$ cat src/rtl/burst_route_pkg.sv
package burst_route_pkg;

  typedef enum logic {
    ROUTE_TRUNK_FIRST     = 1'b0,
    ROUTE_BACKPLANE_FIRST = 1'b1
  } route_order_e;

  localparam int NS_PER_US = 1000;

endpackage

$ cat src/rtl/burst_timer.sv
module burst_timer #(
  parameter int CLK_MHZ = 250,
  parameter int ACT_NS  = 2000,
  parameter int GAP_NS  = 400,
  parameter int SUB_N   = 10,
  parameter int SUB_W   = 4,
  parameter int SUP_W   = 8
) (
  input  logic             clk,
  input  logic             rst_n,
  output logic             burst_active,
  output logic             burst_end,
  output logic             super_start,
  output logic [SUB_W-1:0] sub_idx,
  output logic [SUP_W-1:0] super_cnt,
  output logic             burst_odd
);
  import burst_route_pkg::*;

  localparam int ACT    = CLK_MHZ * ACT_NS / NS_PER_US;
  localparam int GAP    = CLK_MHZ * GAP_NS / NS_PER_US;
  localparam int PERIOD = ACT + GAP;
  localparam int PH_W   = $clog2(PERIOD);

  logic [PH_W-1:0] phase;
  logic            sub_wrap;

  assign burst_active = (phase < PH_W'(ACT));
  assign burst_end    = (phase == PH_W'(PERIOD - 1));
  assign sub_wrap     = (sub_idx == SUB_W'(SUB_N - 1));
  assign super_start  = (phase == '0) && (sub_idx == '0);

  always_ff @(posedge clk or negedge rst_n) begin
    if (!rst_n) begin
      phase     <= '0;
      sub_idx   <= '0;
      super_cnt <= '0;
      burst_odd <= 1'b0;
    end else if (burst_end) begin
      phase     <= '0;
      burst_odd <= ~burst_odd;
      if (sub_wrap) begin
        sub_idx   <= '0;
        super_cnt <= super_cnt + SUP_W'(1);
      end else begin
        sub_idx   <= sub_idx + SUB_W'(1);
      end
    end else begin
      phase <= phase + PH_W'(1);
    end
  end

  assert_gap_after_active_R1: assert property (@(posedge clk) disable iff (!rst_n)
    (phase == PH_W'(ACT - 1)) |=> !burst_active);
  assert_burst_restarts_R1: assert property (@(posedge clk) disable iff (!rst_n)
    burst_end |=> (burst_active && phase == '0));
  assert_super_wrap_R2: assert property (@(posedge clk) disable iff (!rst_n)
    (burst_end && sub_wrap) |=> (sub_idx == '0 && super_cnt == $past(super_cnt) + SUP_W'(1)));
  assert_sub_in_range_R2: assert property (@(posedge clk) disable iff (!rst_n)
    sub_idx < SUB_W'(SUB_N));
  assert_parity_flips_R5: assert property (@(posedge clk) disable iff (!rst_n)
    burst_end |=> (burst_odd != $past(burst_odd)));

endmodule

$ cat src/rtl/dest_stepper.sv
module dest_stepper #(
  parameter int NODES  = 416,
  parameter int STRIDE = 79,
  parameter int DEST_W = 9
) (
  input  logic              clk,
  input  logic              rst_n,
  input  logic              burst_end,
  output logic [DEST_W-1:0] dest
);

  function automatic logic [DEST_W-1:0] step_dest(input logic [DEST_W-1:0] cur);
    logic [DEST_W:0] sum;
    sum = {1'b0, cur} + (DEST_W+1)'(STRIDE);
    if (sum >= (DEST_W+1)'(NODES)) sum = sum - (DEST_W+1)'(NODES);
    return DEST_W'(sum);
  endfunction

  always_ff @(posedge clk or negedge rst_n) begin
    if (!rst_n)         dest <= '0;
    else if (burst_end) dest <= step_dest(dest);
  end

  assert_dest_in_range_R3: assert property (@(posedge clk) disable iff (!rst_n)
    dest < DEST_W'(NODES));
  assert_dest_held_in_burst_R4: assert property (@(posedge clk) disable iff (!rst_n)
    !burst_end |=> $stable(dest));

endmodule

$ cat src/rtl/frag_tagger.sv
module frag_tagger #(
  parameter int DEST_W = 9,
  parameter int SUB_W  = 4,
  parameter int SUP_W  = 8,
  parameter int BYTE_W = 16,
  parameter int COD_W  = BYTE_W + 1
) (
  input  logic              clk,
  input  logic              rst_n,
  input  logic              frag_valid,
  input  logic [BYTE_W-1:0] frag_bytes,
  input  logic [DEST_W-1:0] dest,
  input  logic [SUB_W-1:0]  sub_idx,
  input  logic [SUP_W-1:0]  super_cnt,
  input  logic              burst_odd,
  output logic              tag_valid,
  output logic [DEST_W-1:0] tag_dest,
  output logic [SUB_W-1:0]  tag_sub,
  output logic [SUP_W-1:0]  tag_super,
  output logic              tag_backplane_first,
  output logic              tag_dest_odd,
  output logic [COD_W-1:0]  coded_len
);
  import burst_route_pkg::*;

  function automatic logic [COD_W-1:0] line_coded(input logic [BYTE_W-1:0] raw);
    logic [BYTE_W+2:0] wide;
    wide = (BYTE_W+3)'(raw) * (BYTE_W+3)'(5) + (BYTE_W+3)'(3);
    return COD_W'(wide >> 2);
  endfunction

  route_order_e order_now;
  assign order_now = burst_odd ? ROUTE_BACKPLANE_FIRST : ROUTE_TRUNK_FIRST;

  always_ff @(posedge clk or negedge rst_n) begin
    if (!rst_n) begin
      tag_valid           <= 1'b0;
      tag_dest            <= '0;
      tag_sub             <= '0;
      tag_super           <= '0;
      tag_backplane_first <= 1'b0;
      tag_dest_odd        <= 1'b0;
      coded_len           <= '0;
    end else begin
      tag_valid <= frag_valid;
      if (frag_valid) begin
        tag_dest            <= dest;
        tag_sub             <= sub_idx;
        tag_super           <= super_cnt;
        tag_backplane_first <= (order_now == ROUTE_BACKPLANE_FIRST);
        tag_dest_odd        <= dest[0];
        coded_len           <= line_coded(frag_bytes);
      end
    end
  end

  assert_tag_follows_strobe_R8: assert property (@(posedge clk) disable iff (!rst_n)
    frag_valid |=> tag_valid);
  assert_no_tag_without_strobe_R8: assert property (@(posedge clk) disable iff (!rst_n)
    !frag_valid |=> !tag_valid);
  assert_coded_not_shorter_R7: assert property (@(posedge clk) disable iff (!rst_n)
    frag_valid |=> (coded_len >= COD_W'($past(frag_bytes))));
  assert_route_from_parity_R5: assert property (@(posedge clk) disable iff (!rst_n)
    frag_valid |=> (tag_backplane_first == $past(burst_odd)));

endmodule

$ cat src/rtl/burst_route_tagger.sv
module burst_route_tagger #(
  parameter int CLK_MHZ = 250,
  parameter int ACT_NS  = 2000,
  parameter int GAP_NS  = 400,
  parameter int SUB_N   = 10,
  parameter int NODES   = 416,
  parameter int STRIDE  = 79,
  parameter int BYTE_W  = 16,
  parameter int SUP_W   = 8,
  localparam int DEST_W = $clog2(NODES),
  localparam int SUB_W  = $clog2(SUB_N),
  localparam int COD_W  = BYTE_W + 1
) (
  input  logic              clk,
  input  logic              rst_n,
  input  logic              frag_valid,
  input  logic [BYTE_W-1:0] frag_bytes,
  output logic              burst_active,
  output logic              super_start,
  output logic              tag_valid,
  output logic [DEST_W-1:0] tag_dest,
  output logic [SUB_W-1:0]  tag_sub,
  output logic [SUP_W-1:0]  tag_super,
  output logic              tag_backplane_first,
  output logic              tag_dest_odd,
  output logic [COD_W-1:0]  coded_len
);

  logic              burst_end;
  logic [SUB_W-1:0]  sub_idx;
  logic [SUP_W-1:0]  super_cnt;
  logic              burst_odd;
  logic [DEST_W-1:0] dest;

  burst_timer #(
    .CLK_MHZ(CLK_MHZ), .ACT_NS(ACT_NS), .GAP_NS(GAP_NS),
    .SUB_N(SUB_N), .SUB_W(SUB_W), .SUP_W(SUP_W)
  ) u_timer (
    .clk(clk), .rst_n(rst_n),
    .burst_active(burst_active), .burst_end(burst_end), .super_start(super_start),
    .sub_idx(sub_idx), .super_cnt(super_cnt), .burst_odd(burst_odd)
  );

  dest_stepper #(
    .NODES(NODES), .STRIDE(STRIDE), .DEST_W(DEST_W)
  ) u_dest (
    .clk(clk), .rst_n(rst_n), .burst_end(burst_end), .dest(dest)
  );

  frag_tagger #(
    .DEST_W(DEST_W), .SUB_W(SUB_W), .SUP_W(SUP_W), .BYTE_W(BYTE_W), .COD_W(COD_W)
  ) u_tag (
    .clk(clk), .rst_n(rst_n),
    .frag_valid(frag_valid), .frag_bytes(frag_bytes),
    .dest(dest), .sub_idx(sub_idx), .super_cnt(super_cnt), .burst_odd(burst_odd),
    .tag_valid(tag_valid), .tag_dest(tag_dest), .tag_sub(tag_sub), .tag_super(tag_super),
    .tag_backplane_first(tag_backplane_first), .tag_dest_odd(tag_dest_odd),
    .coded_len(coded_len)
  );

  assert_dest_steps_at_boundary_R3: assert property (@(posedge clk) disable iff (!rst_n)
    (burst_end && dest >= DEST_W'(NODES - STRIDE)) |=> (dest < $past(dest)));
  assert_tag_odd_matches_dest_R6: assert property (@(posedge clk) disable iff (!rst_n)
    frag_valid |=> (tag_dest_odd == $past(dest[0])));

endmodule

$ cat config.mk
export PLATFORM = sky130hd
export DESIGN_NAME = burst_route_tagger
export DESIGN_NICKNAME = d
export VERILOG_FILES = /design/src/rtl/burst_route_pkg.sv /design/src/rtl/burst_timer.sv /design/src/rtl/dest_stepper.sv /design/src/rtl/frag_tagger.sv /design/src/rtl/burst_route_tagger.sv
export SDC_FILE = /design/constraint.sdc
export NUM_CORES = 1
export LEC_CHECK = 0
export BUFFER_PORTS_ARGS = -buffer_cell sky130_fd_sc_hd__buf_2
export CAP_MARGIN = 30
export CORE_MARGIN = 10
export CORE_UTILIZATION = 52
export DETAILED_ROUTE_END_ITERATION = 8
export HOLD_SLACK_MARGIN = 0.06
export PLACE_DENSITY_LB_ADDON = 0.2
export SETUP_SLACK_MARGIN = 0.5
export SLEW_MARGIN = 40
export SYNTH_ARGS = -nofsm -noshare
export SYNTH_HDL_FRONTEND = slang
export SYNTH_HIERARCHICAL = 1
export SYNTH_SLANG_ARGS = --single-unit
$ cat constraint.sdc
create_clock -name clk -period 2.51 [get_ports clk]
set_clock_uncertainty 0.15 [all_clocks]
set_input_delay 0.251 -clock clk [delete_from_list [all_inputs] [get_ports clk]]
set_output_delay 0.251 -clock clk [all_outputs]
set_load 0.01 [all_outputs]
==> results of run 1 <==
power by group:
part / total [uW] / switching, uW / internal [uW]
Sequential: 1300 / 55.1 / 1240
Combinational: 959 / 439 / 520
Clock: 1130 / 422 / 712
cell usage in the layout, fill, tap and decap left out, drive strengths merged, types with 5 or more instances in the layout:
master	n
mux2	36
xnor2	20
nand4	5
inv	10
nor2b	7
nand2	25
a211oi	6
dfrtp	72
o211ai	5
nand3	7
clkbuf	11
a21oi	17
nor2	19
o21ai	15
xor2	16
a21o	5
buf	123
ha	48
worst max-delay path, cell delays in order (launching register included):
cell      delay [ns]
dfrtp_1         0.40
inv_2           0.07
ha_4            0.13
or3b_4          0.41
nor4b_4         0.34
a211oi_4        0.09
buf_4           0.16
buf_6           0.11
o311ai_2        0.27
xnor2_1         0.12
how the worst max path moves through the flow:
stage,start,depth (start not counted),end,slack (ns)
2_1_floorplan,frag_bytes[3],9,u_tag/coded_len[15],0.07
3_3_place_gp,frag_bytes[3],10,u_tag/coded_len[15],-0.11
3_5_place_dp,frag_bytes[3],10,u_tag/coded_len[15],-0.15
4_1_cts,u_dest/dest[0],8,u_dest/dest[6],0.12
5_1_grt,u_dest/dest[0],8,u_dest/dest[6],0.07
6_report,u_dest/dest[0],9,u_dest/dest[5],0.14
cells by family (layout without fill, tap and decap cells):
kind of cell / after synthesis / count (layout) / share of synthesized area
and+or+nand+nor: 102 / 102 / 0.135
AOI/OAI and AO/OA: 72 / 72 / 0.124
DFF: 72 / 72 / 0.403
adders and majority gates: 49 / 49 / 0.139
muxes: 38 / 38 / 0.0959
xor gates and xnor gates: 36 / 36 / 0.0704
buffers and inverters: 25 / 150 / 0.0335
state kept, by name, indices dropped and copies added (netlist names):
| name | flops |
|---|---|
| u_timer/phase | 10 |
| u_dest/dest | 9 |
| u_timer/burst_odd | 1 |
| u_tag/coded_len | 17 |
| u_timer/super_cnt | 8 |
| u_tag/tag_dest | 9 |
| u_tag/tag_sub | 4 |
| u_timer/sub_idx | 4 |
| u_tag/tag_backplane_first | 1 |
| u_tag/tag_valid | 1 |
| u_tag/tag_super | 8 |
layout make-up:
cell class	instances	area share
Tap cell	105	0.0212
Inverter	10	0.00606
Clock inverter	5	0.0166
Multi-Input combinational cell	297	0.504
Timing Repair Buffer	124	0.136
Sequential cell	72	0.292
Clock buffer	11	0.0244
routing by layer:
| layer | up-vias | share of wire | global-route usage |
|---|---|---|---|
| met1 | 1695 | 0.43 | 0.189 |
| met3 | 11 | 0.055 | 0.0512 |
| met2 | 63 | 0.51 | 0.275 |
| li1 | 1677 | - | - |
| met4 | 0 | 0.0090 | 0.0355 |
| met5 | - | 0 | 0 |
per-stage QoR:
step | power [uW] | instances | util
floorplan | 1850 | 394 | -
global placement | 2150 | 585 | 0.655
detailed placement | 2180 | 585 | 0.655
CTS | 3390 | 619 | 0.728
global route | 3560 | 624 | 0.746
finish | 3390 | 624 | 0.746
repair_timing:
item	CTS	global route
hold buffers	1	0
pin swaps	34	11
resized for setup	43	21
setup endpoints to repair	21	26
endpoints found under the hold margin	28	0
buffers inserted	17	5
==> impl_metrics.ini, run 1 <==
[yosys]
async_flop_share = 1.00
synth-edff-count = 0
yosysWarnings = 6
ys_seq_area_frac = 0.403
syn_area_per_cell_um2 = 11.4
synth_cell_types = 73
ys_seq_elements = 72
syn-num-nets = 462
synth_area_um2 = 4480
synthTopCellsByArea = dfrtp_1 40%, ha_1 13%, mux2_2 8.8%, xnor2_1 3.9%, xor2_1 3.1%
ys_top_cells_by_count = 72 x dfrtp_1, 48 x ha_1, 35 x mux2_2
synth_top_area_frac = 0.403
synthFlopType = dfrtp_1
syn_inst = 394
yosysMostFrequentCell = dfrtp_1
synth_top_area_cell = dfrtp_1

[clock_tree]
cts.sinks = 72
numCtsBuffers = 9
cts_tree = done
clockRootBuffer = clkbuf_8
clkTransAtPathRegs_ns = 0.07
cts-htree-levels = 3
insertion_delay_ns = 0.36
cts_buffer_depth = 2

[timing]
clock.fmax_mhz = 421
rsz0062_at_grt = true
fin_setup_tns_ns = 0
post-route-period-util = 0.946
worstMarginPinSlew_ns = 0.680
hold_violations = 0
drv_slew = 0
final-setup-viol-count = 0
slew_headroom = 0.547
layout_setup_ws_ns = 0.136
whs_ns = 0.149
fin_crit_ns = 2.37

[run]
cap_violations = 0

[die]
num_rows = 33
dieArea_um2 = 12700
start_util = 0.539
dieWidth_um = 113
die_h_um = 113
ios = 62
core_area_um2 = 8300

[status]
status = finished clean

[cells_and_area]
multiInputGateArea_um2 = 3120
design_area_um2 = 6190
final_nets = 582
final_layout_size_suffix_gt1_frac = 0.501
syn2layout_area_growth_pct = 38.4
regArea_um2 = 1810
antenna_cells = 0
fill_cells = 555

[drt]
drt_iter0_drc = 60
antenna_left = 0
routedWlPerCell_um = 16.2
drc = 0
vias = 3446
routed_wl_mm = 10.1
drtPass1Iterations = 5
vias_per_cell = 5.52

[placed_design]
place.gp.congestion = 0.831
dpl.hpwl_mm = 7.35
dpl_cell_area_um2 = 5440
dpl_worst_slack_ns = -0.147
port_buffers = 61

[min_path]
hold_path.class = input port to flip-flop
whs_endpoint = u_tag/tag_valid
hp-start = frag_valid
hold_path_depth = 1

[setup_path]
critPathMaxFanout = 3
critPathLaunchType = flip-flop
r2r-start = u_dest/dest[0]
r2r_setup_slack_ns = 0.14
reg2reg_depth = 9
endpoint_kind = flip-flop
worstSetupPathType = flip-flop to flip-flop
reg2reg_to = u_dest/dest[5]
critPathArrivalTime_ns = 2.46
required_ns = 2.59

[grt]
gr-total-overflow = 0
grt_pass1_wl_mm = 17.0
track_usage = 0.159
grt_pass1_vias = 3611
grt_max_degree = 32
antenna_found_initial = 0

[power_and_ir_drop]
p_leak_uw = 0.00290
vdd_drop_max_mv = 0.588
powerDensity_nw_per_um2 = 548
Power figures use the tool's default switching activity.
==> run 2: changes to the inputs <==
MAX_ROUTING_LAYER = met4   (was not set)
==> run 2 against run 1 <==
Compared with the run above: non-clock buffer count unchanged; combinational power hardly changed; die area is the same; clock power about the same; routed wire length about the same; critical path depth is the same; sequential share of layout area about the same; via count increased by 0.64%.
==> impl_metrics.ini, run 2 (synthesized netlist as in run 1, its figures left out) <==
[clock_tree]
cts_buffer_depth = 2
clockRootBuffer = clkbuf_8
insertion_delay_ns = 0.35
cts.sinks = 72
numCtsBuffers = 9
cts-htree-levels = 3
cts_tree = done
clkTransAtPathRegs_ns = 0.07

[die]
core_area_um2 = 8300
num_rows = 33
die_h_um = 113
dieArea_um2 = 12700
dieWidth_um = 113
ios = 62
start_util = 0.539

[timing]
layout_setup_ws_ns = 0.135
worstMarginPinSlew_ns = 0.678
clock.fmax_mhz = 421
drv_slew = 0
whs_ns = 0.152
rsz0062_at_grt = true
post-route-period-util = 0.946
slew_headroom = 0.548
final-setup-viol-count = 0
fin_crit_ns = 2.37
hold_violations = 0

[cells_and_area]
final_cell_mix = 67 x dfrtp_1, 58 x buf_4, 55 x buf_2
final_nets = 582
utilization = 0.746
syn2layout_area_growth_pct = 38.3
antenna_cells = 0
reg_top3 = u_tag/coded_len: 17 flops, u_timer/phase: 10 flops
final_layout_size_suffix_gt1_frac = 0.503
largest_reg_flops = 17
final_common_cell = dfrtp_1
regMostFlops = u_tag/coded_len

[setup_path]
worstSetupPathType = flip-flop to flip-flop
r2r_setup_slack_ns = 0.14
r2r-start = u_dest/dest[0]
crit_chain = inv_2 -> ha_4 -> or3b_4 -> nor4b_4 -> a211oi_4 -> buf_4 -> buf_6 -> o311ai_2 -> xnor2_1
cpLargestDelayFamily = simple AND/OR/NAND/NOR gates
critPathLaunchType = flip-flop
endpoint_kind = flip-flop
reg2reg_depth = 9
worst-path-buf-inv = 3
critical_path.max_stage_delay_ns = 0.41
crit_path_start = u_dest/dest[0]
required_ns = 2.59
critPathMaxFanout = 3
critPathArrivalTime_ns = 2.46
reg2reg_to = u_dest/dest[5]
slowest_stage = or3b_4

[power_and_ir_drop]
switching_share = 0.270
p_sw_uw = 915
internal_power_uw = 2480
p_clk_frac = 0.334
vdd_drop_max_mv = 0.588
p_leak_uw = 0.00290
powerDensity_nw_per_um2 = 548
power_frac_seq = 0.383
combPwrFrac = 0.283

[drt]
routedWlPerCell_um = 16.2
drt_iter0_drc = 77
vias_per_cell = 5.56
drtPass1Iterations = 4
vias = 3468
routed_wl_mm = 10.1
drc = 0
antenna_left = 0

[grt]
grt_pass1_wl_mm = 17.0
gr-total-overflow = 0
grt_pass1_vias = 3619
antenna_found_initial = 0
grt_max_degree = 32
track_usage = 0.164

[placed_design]
place.gp.congestion = 0.843
port_buffers = 61
dpl_worst_slack_ns = -0.147
dpl.hpwl_mm = 7.35

[status]
status = finished clean

[min_path]
hold_path.class = input port to flip-flop
whs_endpoint = u_tag/tag_valid
hold_path_depth = 1
hp-start = frag_valid

[run]
cap_violations = 0
run 2: cell types whose count changed in the layout (fill, tap and decap cells not counted):
cell	delta
dfrtp_2	+1
dfrtp_1	-1
buf_6	-1
buf_4	+1
run 2: how the worst max path moves through the flow:
stage / endpoint / slack, ns / cells after the start
floorplan: u_tag/coded_len[15] / 0.07 / 9
CTS: u_dest/dest[6] / 0.12 / 8
global placement: u_tag/coded_len[15] / -0.11 / 10
global route: u_dest/dest[6] / 0.07 / 8
finish: u_dest/dest[5] / 0.14 / 9
detailed placement: u_tag/coded_len[15] / -0.15 / 10
run 2: final cells by class:
type,count,area (um^2)
Tap cell,105,131
Timing Repair Buffer,124,841
Clock inverter,5,103
Inverter,10,37.5
Sequential cell,72,1810
Clock buffer,11,151
Fill cell,558,2110
Multi-Input combinational cell,297,3120
run 2: what timing repair did:
action                     CTS  global route
resized for setup           43            21
setup endpoints to repair   21            26
hold endpoints to repair    28             0
setup buffers               17             5
hold buffers                 1             0
pin swaps                   34            11
run 2: stage by stage:
| stage | std cells | total power [uW] | TNS, ns | cell area [um^2] |
|---|---|---|---|---|
| 2_1_floorplan | 394 | 1850 | 0 | 4830 |
| 6_report | 624 | 3390 | 0 | 6190 |
| 5_1_grt | 624 | 3560 | 0 | 6190 |
| 4_1_cts | 619 | 3390 | 0 | 6040 |
| 3_5_place_dp | 585 | 2180 | -0.591 | 5440 |
| 3_3_place_gp | 585 | 2150 | -0.447 | 5440 |
run 2: per-layer routing:
metal | global-route usage | up-vias | routed length [um]
met2 | 0.274 | 68 | 5140
met4 | 0.0406 | 0 | 108
met3 | 0.0454 | 13 | 484
met5 | - | - | 0
met1 | 0.190 | 1707 | 4360
li1 | - | 1680 | -
run 2: power groups by stage:
stage                     registers, uW  logic, uW  clock network [uW]
after CTS                          1300        933                1150
final                              1300        959                1130
after global placement             1320        839                   0
after detailed placement           1320        856                   0
after global routing               1310       1050                1200
after floorplan                    1350        505                   0
==> run 3: changes to the inputs <==
CORE_UTILIZATION = 54   (was 52)
CTS_BUF_LIST = sky130_fd_sc_hd__clkbuf_4 sky130_fd_sc_hd__clkbuf_8   (was not set)
PLACE_DENSITY_LB_ADDON = 0.1   (was 0.2)
==> run 3 against run 2 <==
Compared with the run above: register-to-register slack about the same; cell count fell by 1.4%; highest routed layer unchanged; setup slack better by 0.0063 ns; largest cell class unchanged; final area down 2.1%; critical path type unchanged; clock power shrank 15%; sequential share of layout area rose by 0.53 points.
==> impl_metrics.ini, run 3 (synthesized netlist as in run 1, its figures left out) <==
[drt]
routed_wl_mm = 9.80
vias_per_cell = 5.57
drc = 0
drtPass1Iterations = 5
vias = 3428
antenna_left = 0
drt_iter0_drc = 147
routedWlPerCell_um = 15.9

[status]
status = finished clean

[setup_path]
endpoint_kind = flip-flop
reg2reg_depth = 8
critPathArrivalTime_ns = 2.48
worstSetupPathType = flip-flop to flip-flop
critPathLaunchType = flip-flop
critPathMaxFanout = 4
required_ns = 2.62
r2r_setup_slack_ns = 0.14
reg2reg_to = u_dest/dest[6]
r2r-start = u_dest/dest[1]

[clock_tree]
cts.sinks = 72
clkTransAtPathRegs_ns = 0.07
insertion_delay_ns = 0.34
numCtsBuffers = 9
cts-htree-levels = 3
clockRootBuffer = clkbuf_8
cts_buffer_depth = 2
cts_tree = done

[timing]
fin_crit_ns = 2.37
drv_slew = 0
fin_setup_tns_ns = 0
layout_setup_ws_ns = 0.141
clock.fmax_mhz = 422
post-route-period-util = 0.944
hold_violations = 0
rsz0062_at_grt = true
whs_ns = 0.181
slew_headroom = 0.741
worstMarginPinSlew_ns = 0.387
final-setup-viol-count = 0

[cells_and_area]
design_area_um2 = 6060
largest_reg_flops = 17
syn2layout_area_growth_pct = 35.4
final_layout_size_suffix_gt1_frac = 0.475
final_common_cell = dfrtp_1
antenna_cells = 0
final_nets = 574
regMostFlops = u_tag/coded_len
fill_cells = 544
final_cell_mix = 71 x dfrtp_1, 55 x buf_2, 48 x buf_4
reg_top3 = u_tag/coded_len: 17 flops, u_timer/phase: 10 flops

[grt]
track_usage = 0.164
grt_pass1_wl_mm = 16.8
antenna_found_initial = 0
grt_max_degree = 73
grt_pass1_vias = 3552
gr-total-overflow = 0

[power_and_ir_drop]
vdd_drop_max_mv = 0.443
powerDensity_nw_per_um2 = 531
p_leak_uw = 0.00285
total_power_uw = 3220

[die]
start_util = 0.550
dieArea_um2 = 12300
dieWidth_um = 111
num_rows = 33
ios = 62
core_area_um2 = 8130
die_h_um = 111

[placed_design]
dpl_cell_area_um2 = 5430
dpl.hpwl_mm = 7.04
place.gp.congestion = 0.891
dpl_worst_slack_ns = -0.182
port_buffers = 61

[run]
cap_violations = 0

[min_path]
whs_endpoint = u_tag/tag_valid
hold_path.class = input port to flip-flop
hold_path_depth = 2
hp-start = frag_valid
run 3: changes by cell type in the layout (fill, tap and decap cells not counted), moves of 2 or more:
cell      previous run  this run
dfrtp_1             67        71
dfrtp_2              5         1
ha_1                18        20
mux2_4               6         8
buf_4               58        48
clkbuf_8            11         9
mux2_2              30        28
run 3: how the worst max path moves through the flow:
| stage | from | end | slack, ns | depth (start not counted) |
|---|---|---|---|---|
| 5_1_grt | u_dest/dest[0] | u_dest/dest[5] | 0.06 | 8 |
| 3_3_place_gp | frag_bytes[3] | u_tag/coded_len[15] | -0.13 | 10 |
| 3_5_place_dp | frag_bytes[3] | u_tag/coded_len[15] | -0.18 | 10 |
| 2_1_floorplan | frag_bytes[3] | u_tag/coded_len[15] | 0.07 | 9 |
| 6_report | u_dest/dest[1] | u_dest/dest[6] | 0.14 | 8 |
| 4_1_cts | u_dest/dest[1] | u_dest/dest[6] | 0.14 | 8 |
run 3: per-layer routing:
layer  routed length, um  track usage  up-vias  share of wire
met3                 372       0.0390       15          0.038
met5                   0            -        -              0
li1                    -            -     1662              -
met4                 119       0.0437        0          0.012
met1                4560        0.200     1677           0.47
met2                4750        0.268       74           0.48
run 3: area by class of cell:
type                       count  area, um^2  share of cell area
clock buffer                   9         124              0.0204
clock inverter                 6        85.1              0.0140
inverter                      10        37.5             0.00619
multi-input combinational    297        3080               0.509
sequential                    72        1800               0.297
tap                          105         131              0.0217
timing repair buffer         116         797               0.131
run 3: power by group:
part / leakage (uW) / total, uW / switching, uW / internal (uW)
sequential: 0.000950 / 1290 / 49.4 / 1240
combinational: 0.00180 / 967 / 447 / 521
clock: 0.000101 / 962 / 412 / 550
total: 0.00285 / 3220 / 908 / 2310
run 3: repair_timing:
item	in CTS	in global routing
setup buffers	12	5
pin swaps	24	12
resized for setup	37	18
endpoints found under the hold margin	72	0
setup endpoints to repair	25	24
hold buffers	1	0
run 3: worst max-delay path, cell delays in order (launching register included):
cell      delay [ns]
dfrtp_1         0.39
inv_2           0.08
ha_4            0.13
or3b_4          0.41
o311a_4         0.33
a211oi_4        0.22
o22ai_2         0.13
mux2_4          0.32
a22oi_2         0.12
run 3: metrics by stage:
| step | util | instances |
|---|---|---|
| floorplan | - | 394 |
| global placement | 0.667 | 582 |
| detailed placement | 0.667 | 582 |
| CTS | 0.730 | 610 |
| global route | 0.745 | 615 |
| finish | 0.745 | 615 |
